File: src/rtl/clc_pkg.sv
package clc_pkg;
  localparam int LUT_IN    = 5;
  localparam int TT_BITS   = 1 << LUT_IN;
  localparam int CTRL_BITS = 8;
  localparam int CFG_BITS  = TT_BITS + CTRL_BITS;

  typedef enum logic [1:0] {
    OSEL_F  = 2'd0,
    OSEL_G  = 2'd1,
    OSEL_QX = 2'd2,
    OSEL_QY = 2'd3
  } osel_e;

  // Packed MSB first, so a cast of the raw memory lines up with the stream order
  typedef struct packed {
    logic                gswap;
    osel_e               ysel;
    osel_e               xsel;
    logic                qy_fn;
    logic                qx_fn;
    logic                split;
    logic [TT_BITS-1:0]  tt;
  } cell_cfg_t;
endpackage

File: src/rtl/clc_cfg_loader.sv
module clc_cfg_loader
  import clc_pkg::*;
#(
  parameter int N = CFG_BITS
) (
  input  logic         clk,
  input  logic         grst_n,
  input  logic         start,
  input  logic         valid,
  input  logic         sbit,
  output logic         ready,
  output logic         done,
  output logic [N-1:0] mem
);
  localparam int CW = (N > 1) ? $clog2(N) : 1;
  localparam logic [CW-1:0] LAST = CW'(N - 1);

  logic [CW-1:0] cnt;
  logic          take;

  assign ready = ~done & ~start;
  assign take  = valid & ready;

  always_ff @(posedge clk or negedge grst_n) begin
    if (!grst_n) begin
      mem  <= '0;
      cnt  <= '0;
      done <= 1'b0;
    end else if (start) begin
      cnt  <= '0;
      done <= 1'b0;
    end else if (take) begin
      mem <= {sbit, mem[N-1:1]};
      if (cnt == LAST) begin
        cnt  <= '0;
        done <= 1'b1;
      end else begin
        cnt <= cnt + 1'b1;
      end
    end
  end


  last_bit_done_chk: assert property (@(posedge clk) disable iff (!grst_n)
    (take && cnt == LAST) |=> done);

  cfg_frozen_chk: assert property (@(posedge clk) disable iff (!grst_n)
    (done && !start) |=> $stable(mem));

  start_clears_chk: assert property (@(posedge clk) disable iff (!grst_n)
    start |=> (!done && cnt == '0));
endmodule

File: src/rtl/clc_func_gen.sv
module clc_func_gen
  import clc_pkg::*;
#(
  parameter int K = LUT_IN
) (
  input  logic [(1<<K)-1:0] tt,
  input  logic              split,
  input  logic              gswap,
  input  logic [K-1:0]      v,
  output logic              f,
  output logic              g
);
  logic [K-1:0] f_idx, g_idx;

  always_comb begin
    if (split) begin
      // Top index bit chooses the half; G may take the last variable in place of the next-to-last
      f_idx = {1'b0, v[K-2:0]};
      g_idx = {1'b1, (gswap ? v[K-1] : v[K-2]), v[K-3:0]};
    end else begin
      f_idx = v;
      g_idx = v;
    end
  end

  assign f = tt[f_idx];
  assign g = tt[g_idx];
endmodule

File: src/rtl/clc_state_bit.sv
module clc_state_bit (
  input  logic clk,
  input  logic clr,
  input  logic ce,
  input  logic sel_fn,
  input  logic din,
  input  logic fn,
  output logic q
);
  logic d;
  assign d = sel_fn ? fn : din;

  always_ff @(posedge clk or posedge clr) begin
    if (clr)     q <= 1'b0;
    else if (ce) q <= d;
  end


  hold_when_off_chk: assert property (@(posedge clk) disable iff (clr)
    !ce |=> $stable(q));

  load_when_on_chk: assert property (@(posedge clk) disable iff (clr)
    ce |=> (q == $past(sel_fn ? fn : din)));
endmodule

File: src/rtl/cfg_logic_cell.sv
module cfg_logic_cell
  import clc_pkg::*;
(
  input  logic       clk,
  input  logic       grst_n,
  input  logic       lrst,
  input  logic       cfg_start,
  input  logic       cfg_valid,
  output logic       cfg_ready,
  input  logic       cfg_bit,
  output logic       cfg_done,
  input  logic [4:0] fin,
  input  logic       din,
  input  logic       ce,
  output logic       x,
  output logic       y
);
  logic [CFG_BITS-1:0] raw;
  cell_cfg_t           cfg;
  logic                f, g, ff_clr;
  logic [1:0]          q_w, fn_w, sel_w;

  clc_cfg_loader #(.N(CFG_BITS)) u_load (
    .clk   (clk),
    .grst_n(grst_n),
    .start (cfg_start),
    .valid (cfg_valid),
    .sbit  (cfg_bit),
    .ready (cfg_ready),
    .done  (cfg_done),
    .mem   (raw)
  );

  assign cfg = cell_cfg_t'(raw);

  clc_func_gen #(.K(LUT_IN)) u_fg (
    .tt   (cfg.tt),
    .split(cfg.split),
    .gswap(cfg.gswap),
    .v    (fin),
    .f    (f),
    .g    (g)
  );

  // Flip-flops are held clear unless configured
  assign ff_clr = lrst | ~grst_n | ~cfg_done;
  assign fn_w   = {g, f};
  assign sel_w  = {cfg.qy_fn, cfg.qx_fn};

  for (genvar i = 0; i < 2; i++) begin : g_st
    clc_state_bit u_st (
      .clk   (clk),
      .clr   (ff_clr),
      .ce    (ce),
      .sel_fn(sel_w[i]),
      .din   (din),
      .fn    (fn_w[i]),
      .q     (q_w[i])
    );
  end

  function automatic logic pick(osel_e s, logic vf, logic vg, logic vqx, logic vqy);
    case (s)
      OSEL_F:  return vf;
      OSEL_G:  return vg;
      OSEL_QX: return vqx;
      default: return vqy;
    endcase
  endfunction

  assign x = cfg_done & pick(cfg.xsel, f, g, q_w[0], q_w[1]);
  assign y = cfg_done & pick(cfg.ysel, f, g, q_w[0], q_w[1]);


  quiet_in_download_chk: assert property (@(posedge clk) disable iff (!grst_n)
    !cfg_done |-> (x == 1'b0 && y == 1'b0 && q_w == 2'b00));

  unified_fg_chk: assert property (@(posedge clk) disable iff (!grst_n)
    (cfg_done && !cfg.split) |-> (f == g));

  local_clear_chk: assert property (@(posedge clk) disable iff (!grst_n)
    lrst |-> (q_w == 2'b00));
endmodule

File: config.mk
export PLATFORM = sky130hd
export DESIGN_NAME = cfg_logic_cell
export DESIGN_NICKNAME = d
export VERILOG_FILES = /design/src/rtl/clc_pkg.sv /design/src/rtl/clc_cfg_loader.sv /design/src/rtl/clc_func_gen.sv /design/src/rtl/clc_state_bit.sv /design/src/rtl/cfg_logic_cell.sv
export SDC_FILE = /design/constraint.sdc
export NUM_CORES = 1
export LEC_CHECK = 0
export ABC_AREA = 1
export BUFFER_PORTS_ARGS = -buffer_cell sky130_fd_sc_hd__buf_2
export CORE_UTILIZATION = 55
export CTS_CLUSTER_DIAMETER = 30
export DETAILED_ROUTE_END_ITERATION = 10
export GPL_TIMING_DRIVEN = 0
export PLACE_DENSITY = 0.74
export SLEW_MARGIN = 0
export SYNTH_ARGS = -nofsm -noshare
export SYNTH_HDL_FRONTEND = slang
export SYNTH_SLANG_ARGS = --single-unit
File: constraint.sdc
create_clock -name clk -period 4.61 [get_ports clk]
set_input_delay 1.383 -clock clk [delete_from_list [all_inputs] [get_ports clk]]
set_output_delay 1.383 -clock clk [all_outputs]
set_load 0.01 [all_outputs]
Yosys cells after proc, flatten, opt, wreduce, memory -nomap -nowiden
Index checks and enable logic that the tools add are counted.
{"block": "classes", "n_addsub": 1, "n_lt_le_gt_ge": 2, "n_eq_ne": 5, "muxes": 17, "bitwise_logic": 9, "reduce_logical": 6}
{"cell": "$mux W6", "count": 3}
{"cell": "$lt A5 B6 Y1 const B", "count": 2}
{"cell": "$bmux W1 S5", "count": 2}
{"cell": "$mux W5", "count": 2}
{"cell": "$mux W1", "count": 8}
{"cell": "$add A6 B1 Y6 const B", "count": 1}
{"cell": "$eq A6 B6 Y1 const B", "count": 1}
{"cell": "$pmux W1 S3", "count": 2}
{"cell": "$and A1 B1 Y1", "count": 4}
{"cell": "$eq A2 B1 Y1 const B", "count": 2}
{"cell": "$eq A2 B2 Y1 const B", "count": 2}
{"cell": "$logic_not A2 Y1", "count": 2}
{"cell": "$reduce_and A2 Y1", "count": 2}
{"cell": "$reduce_bool A2 Y1", "count": 2}
{"cell": "$not A1 Y1", "count": 3}
{"cell": "$or A1 B1 Y1", "count": 2}
{"block": "totals", "regBits": 49, "input_bits": 13, "out_inout_bits": 4, "elab_cells": 45}

Depth between registers and ports, before layout
{"block": "logic_depth", "word_depth": 6, "ltp_mapped": 12, "depth_no_buf": 10}

Hierarchy
A second synthesis with hierarchy kept.
{"block": "hier_totals", "hier_cells": 365, "hier_area_um2": 2643.8}
{"mod": "clc_cfg_loader", "n_inst": 1, "cells_each": 199, "area_each_um2": 1869.3, "seq_area_each_um2": 1176.1}
{"mod": "clc_func_gen", "n_inst": 1, "cells_each": 119, "area_each_um2": 545.5, "seq_area_each_um2": 0.0}
{"mod": "clc_state_bit", "n_inst": 2, "cells_each": 11, "area_each_um2": 63.8, "seq_area_each_um2": 25.0}
{"mod": "cfg_logic_cell", "n_inst": 1, "cells_each": 25, "area_each_um2": 101.3, "seq_area_each_um2": 0.0}

Worst setup path after synthesis
No wires, ideal clock.
{"block": "synth_timing", "path_type": "input -> output", "start": "in fin[0]", "end": "out x", "arrival_time_ps": 2366, "t_required_ps": 3227, "slack_ps": 861, "path_stages": 11, "n_path_buf": 2, "path_cell_list": "buf_6 -> buf_4 -> nand2_1 -> nand3_2 -> nand3_2 -> nand2_2 -> nand2_1 -> nand3_1 -> nand3_1 -> nand2_1 -> a21oi_2"}
{"block": "synth_via", "elab_chain_len": 5, "elab_cells_between_ends": 8, "classes_between": "mux: 7; bitwise: 1"}
{"item": "start: declaration", "line": "cfg_logic_cell.sv:12", "rtl": "input logic [4:0] fin,"}
{"item": "$mux W5", "line": "clc_func_gen.sv:16", "rtl": "if (split) begin"}
{"item": "$bmux W1 S5, on equally long branches", "line": "clc_func_gen.sv:27, clc_func_gen.sv:26"}
{"item": "$mux W1, on equally long branches", "line": "clc_func_gen.sv:27, clc_func_gen.sv:26"}
{"item": "$pmux W1 S3 (*)", "line": "cfg_logic_cell.sv:63", "rtl": "case (s)"}
{"item": "$and A1 B1 Y1 (*)", "line": "cfg_logic_cell.sv:71", "rtl": "assign x = cfg_done & pick(cfg.xsel, f, g, q_w[0], q_w[1]);"}
{"item": "end: declaration", "line": "cfg_logic_cell.sv:15", "rtl": "output logic x,"}
Every way passes the cells marked *; elsewhere a longest branch is shown, timed or not. The select of a mux whose other input is x is not followed.

Worst setup path in the final report
Same ends and word-level chain as after synthesis.

==> summary.txt <==
Critical path
  • Crit Reg-Reg Startpoint: u_load.done
  • Critical Path Start Type: input port
  • R2R Setup Slk: roughly 3.1 ns
  • Critical Path AT: approximately 2.7 ns
  • CP endpoint kind: primary output
  • Req. time, crit path: 3.23 ns
  • Worst R2R Path Depth: 5
  • Worst-path maximum fanout: 10
  • Reg-to-reg endpoint: u_load.mem[30]
  • CP Class: input port to primary output

Pwr
  • Peak VDD IR: just over 0.2 mV
  • Lkg Pwr: roughly 1.4 nW
  • Comb pwr share: 0.203
  • Sequential power share: 0.508
  • Power per cell area: slightly below 400 nW/um^2
  • Sw Pwr: 323 uW
  • Clock power frac: 0.289
  • Cell internal pwr: between 700 and 800 uW
  • Design Power: 1.09 mW
  • Switching share of power: 0.297

Clock tree
  • Hold_buf cts: 0
  • CTS Buf Count: 5
  • H-tree depth: 2
  • CTS tree: done
  • CTS Buffer Depth: 2
  • # clock sinks: 49
  • Setup bufs post-CTS: 0
  • Clk pin slew, worst setup/hold paths: roughly 0.090 ns
  • Post-CTS Resized: 0
  • Latest clock arrival within the worst-skew pair: 0.30 ns
  • Root Driver: clkbuf_8

Yosys
  • Mapped Cells: roughly 330
  • Main synth FF type: dfrtp_1
  • Yosys cell types: 23
  • Post-Syn Nets: between 300 and 400
  • Synth top cells by count: 104 x nand2_1, 54 x inv_1, 49 x dfrtp_1
  • Number of synthesized register bits: a little under 50
  • Async S/R FF share, synth: 1.00
  • Synth warnings: 0
  • EDFF count, synth: 0
  • Top cells by area, synth: dfrtp_1 49%, nand2_1 16%, o21ai_0 9.2%, inv_1 8.1%, nand3_1 5.6%
  • Syn avg cell area: between 7 and 8 um^2
  • Synth area leader: dfrtp_1
  • Share of the synthesized area in the top cell type: 0.491
  • Most common cell in the netlist: nand2_1
  • Mapped cell area: 2490 um^2
  • Sequential area share after synthesis: 0.491

Run
  • Max-Cap Viols: 0

Floorplanning
  • Num ports: 17
  • Site Rows: 24
  • Chip width: about 69 um
  • Chip height: 69.4 um
  • DIE AREA: 4810 um^2
  • Core Area: ~4400 um^2
  • Starting density of the core: 0.573

STA
  • Post-layout min period: approximately 4 ns
  • Tightest Pin Transition: 1.04 ns
  • Rel. slew slack: 0.309
  • Final Max Slew Viols: 0
  • Hold WS: roughly 0.32 ns
  • Crit share post-route: 0.874
  • Layout Skew: 0.00827 ns
  • Final hold violations: 0
  • Final setup TNS: 0 ns
  • RSZ-0062 raised after global routing: false
  • Finish-stage setup viols: 0
  • Max Fclk: 248 MHz

Finish
  • Antenna cells: 0
  • Post-Layout Cell Count: 406
  • Area delta synth->final: 10.1%
  • Layout net count: about 370
  • Layout cells sized above 1: 0.119
  • Final Instance Area: approximately 2700 um^2

Global route
  • GRT overflow: 0
  • Largest net degree at the start of global routing: 49
  • Global-route usage over all layers: 0.220
  • Vias in the first global route: 1,960
  • First-pass GRT wire length: between 8000 and 9000 um
  • Initial antenna violation count: 0

Routing
  • Vias: 2,034
  • Vias per std cell: 5.01
  • ANT nets after route: 0
  • DR pass1 iterations: 4
  • DRC Markers: 0
  • Routed Wire Length: about 4800 um
  • Detailed Route Iter0 Violations: about 130
  • Wire per inst: 11.9 um

Outcome
  • Outcome: finished clean

Place
  • Placed instance count: between 300 and 400
  • Post-DP Area: 2630 um^2
  • IO Port Bufs: 14
  • Detailed Place HPWL: approximately 3400 um
  • Placer Congestion: between 0.7 and 0.8

Worst hold path
  • Worst hold-check path type: register to asynchronous set/reset pin
==> how the worst max path moves through the flow <==
stage                     startpoint  cells past startpoint  to
after floorplan               fin[0]                     11   x
after global placement        fin[0]                     12   x
after detailed placement      fin[0]                     12   x
after CTS                     fin[0]                     12   x
after global routing          fin[0]                     12   y
final                         fin[0]                     12   x
==> flip-flops by register name, summed over array words and instances, names as in the netlist <==
| signal | flops |
|---|---|
| u_load.cnt | 6 |
| u_load.done | 1 |
| g_st.u_st.q | 2 |
| u_load.mem | 40 |
==> per-layer routing <==
layer	share of wire	GRT usage	vias up	wire, um
met3	0.024	0.0596	5	116
met5	0	0	-	0
met4	0.014	0.0748	0	65
met2	0.46	0.358	16	2230
met1	0.50	0.284	941	2400
li1	-	-	1072	-
==> cells in the final DEF (no fill, tap or decap), types with 2 or more instances in the layout <==
cell	instances
nand3_2	2
o21ai_0	46
nand2_1	104
a21oi_2	3
dfrtp_1	49
a21oi_1	4
clkbuf_8	6
buf_6	2
clkbuf_1	5
nand2_2	5
nor2_1	12
buf_2	19
inv_1	54
nand3_1	28
o31ai_1	2
nor3_1	4
==> per-stage QoR <==
step                setup WS, ns  utilization
CTS                        0.583        0.631
global route               0.420        0.631
global placement           0.623        0.604
floorplan                  0.861            -
finish                     0.581        0.631
detailed placement         0.619        0.604
==> critical path, stage by stage <==
cell and delay [ns]:
buf_6 0.12, buf_4 0.17, nand2_1 0.07, nand3_1 0.07, nand3_1 0.09, nand2_1 0.09
nand2_1 0.08, nand3b_1 0.15, nand3_1 0.10, nand2_1 0.06, a21oi_2 0.12, buf_2 0.14
==> kinds of logic after synthesis <==
| family | count (synthesis) | synth area share |
|---|---|---|
| compound gates | 57 | 0.122 |
| simple gates | 157 | 0.267 |
| flops | 49 | 0.491 |
| buf+inv | 68 | 0.114 |
| fa+ha+maj | 1 | 0.00501 |
==> layout make-up <==
class | count | area, um^2
Inverter | 56 | 215
Clock buffer | 7 | 86.3
Timing Repair Buffer | 14 | 70.1
Buffer | 12 | 70.1
Fill cell | 393 | 1610
Multi-Input combinational cell | 215 | 983
Tap cell | 52 | 65.1
Sequential cell | 49 | 1230
Clock inverter | 1 | 30.0
==> power groups by stage <==
stage	Combinational (mW)	Sequential (mW)	Clock, mW
floorplan	0.170	0.549	0
global placement	0.216	0.558	0
finish	0.220	0.553	0.314
detailed placement	0.220	0.561	0
CTS	0.223	0.552	0.322
global route	0.262	0.562	0.338
Power figures use the tool's default switching activity.
